===== config.mk =====
export PLATFORM = sky130hd
export DESIGN_NAME = hbridge_gate_seq
export DESIGN_NICKNAME = d
export VERILOG_FILES = /design/src/rtl/hbg_pkg.sv /design/src/rtl/hbg_mode_map.sv /design/src/rtl/hbg_leg_seq.sv /design/src/rtl/hbridge_gate_seq.sv
export SDC_FILE = /design/constraint.sdc
export NUM_CORES = 1
export LEC_CHECK = 0
export CELL_PAD_IN_SITES_DETAIL_PLACEMENT = 1
export CELL_PAD_IN_SITES_GLOBAL_PLACEMENT = 1
export CORE_MARGIN = 3
export CORE_UTILIZATION = 51
export DETAILED_ROUTE_END_ITERATION = 10
export DONT_BUFFER_PORTS = 1
export PLACE_DENSITY_LB_ADDON = 0.1
export SYNTH_ARGS = -nofsm -noshare
export SYNTH_HDL_FRONTEND = slang
export SYNTH_SLANG_ARGS = --single-unit

===== constraint.sdc =====
create_clock -name clk -period 4.2 [get_ports clk]
set_clock_uncertainty 0.2 [all_clocks]
set_input_delay 0.63 -clock clk [delete_from_list [all_inputs] [get_ports clk]]
set_output_delay 0.63 -clock clk [all_outputs]
set_load 0.01 [all_outputs]

===== src/rtl/hbg_pkg.sv =====
package hbg_pkg;

  // Switch selection for one leg
  typedef enum logic [1:0] {
    SW_OFF  = 2'd0,
    SW_HIGH = 2'd1,
    SW_LOW  = 2'd2
  } sw_e;

  localparam int unsigned LEGS = 2;

endpackage


===== src/rtl/hbg_mode_map.sv =====
module hbg_mode_map
  import hbg_pkg::*;
(
  input  logic en,
  input  logic dir1,
  input  logic dir2,
  input  logic chop,
  output sw_e  leg_req [LEGS]
);

  always_comb begin
    leg_req[0] = SW_OFF;
    leg_req[1] = SW_OFF;
    if (en) begin
      case ({dir1, dir2})
        2'b00: begin            // brake through lower switches
          leg_req[0] = SW_LOW;
          leg_req[1] = SW_LOW;
        end
        2'b11: begin            // brake through upper switches
          leg_req[0] = SW_HIGH;
          leg_req[1] = SW_HIGH;
        end
        2'b10: begin            // forward; grounded leg recirculates on chop
          leg_req[0] = SW_HIGH;
          leg_req[1] = chop ? SW_HIGH : SW_LOW;
        end
        default: begin          // reverse
          leg_req[0] = chop ? SW_HIGH : SW_LOW;
          leg_req[1] = SW_HIGH;
        end
      endcase
    end
  end

endmodule


===== src/rtl/hbg_leg_seq.sv =====
module hbg_leg_seq
  import hbg_pkg::*;
#(
  parameter int unsigned DEAD_CYC = 100
) (
  input  logic clk,
  input  logic rst_n,
  input  sw_e  req,
  output logic gate_hi,
  output logic gate_lo,
  output logic lo_pulse
);

  localparam int unsigned     CW       = $clog2(DEAD_CYC + 1);
  localparam logic [CW-1:0]   GAP_LAST = CW'(DEAD_CYC - 1);
  localparam logic [CW-1:0]   GAP_FULL = CW'(DEAD_CYC);

  sw_e           drv_q, drv_n;
  sw_e           last_q;
  logic [CW-1:0] cnt_q, cnt_n;
  logic          pulse_n;
  logic          drv_en, cnt_en;

  // Next-state: open at once, close only after a full, unbroken gap
  always_comb begin
    drv_n = drv_q;
    cnt_n = cnt_q;
    if (drv_q != SW_OFF) begin
      if (req != drv_q) begin
        drv_n = SW_OFF;
        cnt_n = '0;
      end
    end else if (req == SW_OFF || req != last_q) begin
      cnt_n = '0;
    end else if (cnt_q == GAP_LAST) begin
      drv_n = req;
    end else begin
      cnt_n = cnt_q + CW'(1);
    end
    pulse_n = (drv_n == SW_LOW) && (drv_q != SW_LOW);
  end

  assign drv_en = (drv_n != drv_q);
  assign cnt_en = (cnt_n != cnt_q);

  always_ff @(posedge clk or negedge rst_n) begin
    if (!rst_n) begin
      drv_q    <= SW_OFF;
      last_q   <= SW_OFF;
      cnt_q    <= '0;
      lo_pulse <= 1'b0;
    end else begin
      if (drv_en) drv_q <= drv_n;
      if (cnt_en) cnt_q <= cnt_n;
      last_q   <= req;
      lo_pulse <= pulse_n;
    end
  end

  assign gate_hi = (drv_q == SW_HIGH);
  assign gate_lo = (drv_q == SW_LOW);

  // Checker: independent count of consecutive all-off cycles
  logic [CW-1:0] off_run_q;
  always_ff @(posedge clk or negedge rst_n) begin
    if (!rst_n) begin
      off_run_q <= '0;
    end else if (!(gate_hi || gate_lo)) begin
      if (off_run_q != GAP_FULL) off_run_q <= off_run_q + CW'(1);
    end else begin
      off_run_q <= '0;
    end
  end

  // no turn-on without a full gap
  a_r5_dead_gap: assert property (@(posedge clk) disable iff (!rst_n)
    ((gate_hi || gate_lo) && !$past(gate_hi || gate_lo)) |-> (off_run_q == GAP_FULL));

  // a still-requested switch stays on
  a_r5_hold_on: assert property (@(posedge clk) disable iff (!rst_n)
    (drv_q != SW_OFF && req == drv_q) |=> $stable(drv_q));

  // marker only on the first low-on cycle
  a_r8_pulse_on_rise: assert property (@(posedge clk) disable iff (!rst_n)
    lo_pulse |-> (gate_lo && !$past(gate_lo)));

  // every low turn-on is marked
  a_r8_rise_marked: assert property (@(posedge clk) disable iff (!rst_n)
    (gate_lo && !$past(gate_lo)) |-> lo_pulse);

endmodule


===== src/rtl/hbridge_gate_seq.sv =====
module hbridge_gate_seq
  import hbg_pkg::*;
#(
  parameter int unsigned DEAD_CYC = 100
) (
  input  logic             clk,
  input  logic             rst_n,
  input  logic             en,
  input  logic             dir1,
  input  logic             dir2,
  input  logic             chop,
  output logic [LEGS-1:0]  gate_hi,
  output logic [LEGS-1:0]  gate_lo,
  output logic [LEGS-1:0]  lo_on_pulse
);

  sw_e leg_req [LEGS];

  hbg_mode_map u_map (
    .en      (en),
    .dir1    (dir1),
    .dir2    (dir2),
    .chop    (chop),
    .leg_req (leg_req)
  );

  for (genvar g = 0; g < LEGS; g++) begin : g_leg
    hbg_leg_seq #(.DEAD_CYC(DEAD_CYC)) u_leg (
      .clk      (clk),
      .rst_n    (rst_n),
      .req      (leg_req[g]),
      .gate_hi  (gate_hi[g]),
      .gate_lo  (gate_lo[g]),
      .lo_pulse (lo_on_pulse[g])
    );
  end

  // disabled bridge has every switch open one edge later
  a_r1_disable_all_off: assert property (@(posedge clk) disable iff (!rst_n)
    !$past(en) |-> (gate_hi == '0 && gate_lo == '0));

endmodule


# After elaboration in Yosys (flattened, before gate mapping)
# Cells that the tools add are included.
# W data, S select, Z words.
# word_totals
regBits	24
input_bits	6
out_inout_bits	6
wordCells	58
# classes
addsub	2
eq_ne	20
n_mux	19
reduce_logical	9
# ops
cell	n
$mux W7	8
$mux W2	9
$add A7 B1 Y7 const B	2
$eq A7 B7 Y1 const B	2
$ne A7 B7 Y1	2
$eq A2 B2 Y1 const B	6
$ne A2 B2 Y1	6
$pmux W4 S3	1
$logic_not A2 Y1	3
$eq A2 B1 Y1 const B	2
$mux W4	1
$ne A2 B2 Y1 const B	2
$reduce_bool A2 Y1	2
$logic_and A1 B1 Y1	2
$logic_or A1 B1 Y1	2

# Depth between registers and ports, before layout
# logic_depth
word_depth	9
mapped_depth	5
depth_no_buf	5

# Hierarchy
# From an unflattened synthesis, not the netlist that was laid out.
# hier_totals
hier_cells	124
area_unflattened_um2	1311.3
# modules_own_cells
mod	instances	cells_each	area_per_inst_um2
hbg_leg_seq	2	59	638.1
hbg_mode_map	1	6	35.0

# Least setup slack after synthesis
# OpenSTA, ideal clock, no wires.
# synth_path
kind	input-to-reg
start	input port dir1
end	register g_leg[1].u_leg.cnt_q[2]
setup_ns	0.086
t_arrival_ns	1.908
t_required_ns	3.914
slack_ns	2.007
stages	5
n_path_buf	1
cell_sequence	a21oi_1 > mux2i_1 > buf_4 > or3b_1 > o221ai_2
# synth_between
elab_chain_len	8
# synth_rtl
element	line	source
start, declared	hbridge_gate_seq.sv:9	input logic dir1,
$eq A2 B2 Y1 or $logic_not A2 Y1 (tied branches)	hbg_mode_map.sv:15	case ({dir1, dir2})
$pmux W4 S3 *	hbg_mode_map.sv:15	
$mux W4 *	hbg_mode_map.sv:14	if (en) begin
$ne A2 B2 Y1 or $logic_not A2 Y1 (tied branches)	hbg_leg_seq.sv:33	end else if (req == SW_OFF || req != last_q) begin
$logic_or A1 B1 Y1	hbg_leg_seq.sv:33	
$mux W7	hbg_leg_seq.sv:33	
$mux W7 *	hbg_leg_seq.sv:28	if (drv_q != SW_OFF) begin
$ne A7 B7 Y1	hbg_leg_seq.sv:44	assign cnt_en = (cnt_n != cnt_q);
end signal, assigned	hbg_leg_seq.sv:54	if (cnt_en) cnt_q <= cnt_n;
end, declared	hbg_leg_seq.sv:20	logic [CW-1:0] cnt_q, cnt_n;
# Mark *: on every way between the ends. The rest lies on a longest branch, timed or not.
# A chain may end at the register's enable or synchronous reset.

# Worst setup path after layout
# layout_path
start	input port dir2
end	register g_leg[0].u_leg.cnt_q[2]
# layout_between
elab_chain_len	8
# layout_rtl
element	line	source
start, declared	hbridge_gate_seq.sv:10	input logic dir2,
$eq A2 B2 Y1 or $logic_not A2 Y1 (tied branches)	hbg_mode_map.sv:15	
$pmux W4 S3 *	hbg_mode_map.sv:15	
$mux W4 *	hbg_mode_map.sv:14	
$ne A2 B2 Y1 or $logic_not A2 Y1 (tied branches)	hbg_leg_seq.sv:33	
$logic_or A1 B1 Y1	hbg_leg_seq.sv:33	
$mux W7	hbg_leg_seq.sv:33	
$mux W7 *	hbg_leg_seq.sv:28	
$ne A7 B7 Y1	hbg_leg_seq.sv:44	
end signal, assigned	hbg_leg_seq.sv:54	
end, declared	hbg_leg_seq.sv:20	
# Marked as above.

==> metrics.md <==
| Metric | Value |
|---|---|
| RSZ-0062 raised after global routing | no |
| Netlist Area Pre-Place | 1350 µm² |
| Detailed Route WL | 2900 µm |
| Die Span X | 57.5 µm |
| Post-synth top flop | dfrtp_1 |
| TritonCTS clock tree | done |
| Pwr Density | 279 nW/µm² |
| Detail Route Antenna Nets | 0 |
| Final Hold Fails | 0 |
| Max-slew headroom | 18.5% |
| Total negative setup slack | 0 ps |
| H-tree depth | 1 |
| Register Area | 601 µm² |
| Via count | 1049 |
| Initial Util | 54.1% |
| Layout cells sized above 1 | 5.93% |
| Crit-path max FO | 14 |
| Mapped Nets | 148 |
| Async set-reset flop share out of synthesis | 100% |
| CP Capture Point | g_leg[0].u_leg.cnt_q[2] |
| CTS sink count | 24 |
| Leak | 0.563 nW |
| # DRC | 0 |
| Routed wire per std cell | 17.6 µm |
| Post-Syn Area per Cell | 9.66 µm² |
| Root buffer cell | clkbuf_4 |
| Gr usage total | 20.2% |
| Number of max-cap violations | 0 |
| Post-synth cell types | 34 |
| Count leader, synth | dfrtp_1 |
| Synth top area share | 44.4% |
| Req. time, crit path | 4210 ps |
| Worst setup path start | dir2 |
| Via/cell ratio | 6.36 |
| Post-CTS setup buffers | 0 |
| Final max-slew violation count | 0 |
| Number of synthesized flops with an enable pin | 0 |
| Filler cell count | 282 |
| Hpwl dp | 2230 µm |
| R2R cell count | 3 |
| Placed cell areas | 1330 µm² |
| Reg-to-Reg Start | g_leg[0].u_leg.drv_q[0] |
| Reg2reg end | g_leg[0].u_leg.cnt_q[2] |
| Crit path launch type | primary input |
| Top post-synthesis cells by count | dfrtp_1 (24), a31oi_1 (19), inv_1 (9) |
| Number of setup violations in the final report | 0 |
| Cell count after synthesis | 140 |
| Pin count of the biggest net entering global routing | 25 |
| Reg2Reg Setup Slack | 1840 ps |
| Post-layout min period | 2600 ps |
| Worst skew pair latency | 300 ps |
| Tcrit/Tclk final | 61.9% |
| Critical Path End Type | flip-flop |
| Die ar. | 3310 µm² |
| Antenna cell count | 0 |
| Hold Crit Class | primary input to flip-flop |
| Number of global-route vias before repair | 1120 |
| Peak supply drop | 0.000184 V |
| Seq/Total Area, Yosys | 44.4% |
| DR iter-0 viols | 38 |
| Total CTS buffers | 3 |
| Core Footprint | 2500 µm² |
| Status | completed |
| CP arrival | 2610 ps |
| Grt ovf | 0 |
| Multi-input logic area | 649 µm² |
| Worst-margin pin slew | 1220 ps |
| Routability congestion estimate | 0.876 |
| F_max | 0.385 GHz |
| Ys Warns | 0 |
| Synth top area cells | dfrtp_1 (44%), a31oi_1 (8.8%), buf_4 (3.9%) |
| Seq cells post-synth | 24 |
| Die Ht | 57.5 µm |
| Clock buffer depth | 2 |
| Setup CP Type | primary input to flip-flop |
| I/O pin count | 12 |
| Clk slew on worst S/H paths | 130 ps |
| Port bufs | 0 |
| Synth area leader | dfrtp_1 |
| Area Growth Syn to Fin | 1.85% |
| Antenna violations before repair | 0 |
| Nets | 145 |
| Final Cell Area | 1380 µm² |
| Row count | 18 |
| First-pass GRT wire length | 5220 µm |
| First-pass iteration count of the detailed router | 4 |
logic make-up after synthesis:
| logic type | Yosys count | synth area share, % |
|---|---|---|
| DFF | 24 | 44.4 |
| AOI/OAI and AO/OA | 32 | 15.2 |
| adders and majority gates | 2 | 1.85 |
| and+or+nand+nor | 57 | 27.3 |
| buffers and inverters | 20 | 7.58 |
| muxes | 5 | 3.70 |
timing repair:
action,in CTS,in global routing
hold buffers,2,0
resized for setup,0,0
hold endpoints to repair,24,0
report_power, final:
| part | leakage (nW) | internal, mW | total [mW] | switching (mW) |
|---|---|---|---|---|
| logic | 0.220 | 0.0160 | 0.0400 | 0.0240 |
| registers | 0.329 | 0.239 | 0.246 | 0.00688 |
| clock network | 0.0138 | 0.0334 | 0.0984 | 0.0650 |
worst min path at each step:
stage,from,end,slack [ps],cells after the start
global route,en,g_leg[0].u_leg.last_q[0],260,1
floorplan,rst_n,g_leg[0].u_leg.cnt_q[0],130,0
global placement,rst_n,g_leg[1].u_leg.last_q[1],130,0
detailed placement,rst_n,g_leg[1].u_leg.last_q[1],130,0
CTS,en,g_leg[1].u_leg.last_q[1],260,1
finish,en,g_leg[1].u_leg.last_q[1],270,1
critical path, cell delays in order:
cell and delay (ps):
a21oi_1 420, mux2i_1 960, nand2_1 240, o32ai_1 360
area by class of cell:
type / instances / area share, %
Clock buffer: 3 / 1.63
Inverter: 10 / 2.72
Timing Repair Buffer: 2 / 2.18
Sequential cell: 24 / 43.6
Tap cell: 30 / 2.72
Multi-Input combinational cell: 96 / 47.1
metrics by stage:
stage                     setup slack [ps]  std cells  util (%)  total power [mW]  hold WS (ps)
final                                 1600        165      55.1             0.384           271
after global routing                  1410        165      55.1             0.410           257
after CTS                             1650        165      55.1             0.390           260
after detailed placement              1280        160      53.0             0.282           135
after global placement                1480        160      53.0             0.281           135
after floorplan                       2010        140         -             0.278           134
registers in the layout (all words and copies together), names as in the netlist:
| name | count |
|---|---|
| g_leg.u_leg.cnt_q | 14 |
| g_leg.u_leg.drv_q | 4 |
| g_leg.u_leg.last_q | 4 |
| g_leg.u_leg.lo_pulse | 2 |
placed cells by master (no fill, tap or decap), types with 2 or more instances in the layout:
cell       n
mux2i_1    5
o22ai_1    3
nand2_1    7
a31oi_1   19
inv_1      9
nand2b_1   7
nor2b_1    5
nor3b_1    4
nor3_1     3
ha_1       2
a21oi_1    5
and3_1     6
nand4_1    3
clkbuf_4   3
dfrtp_1   24
nand3_1    3
nor2_1     3
or3b_1     2
nand3b_1   7
per-layer routing:
metal / GRT usage [%] / share of wire, % / up-vias
met5: 0 / 0 / -
met4: 9.60 / 1.6 / 0
met3: 2.04 / 1.9 / 6
met2: 33.2 / 53 / 10
met1: 26.5 / 43 / 528
li1: - / - / 505
Power figures use the tool's default switching activity.
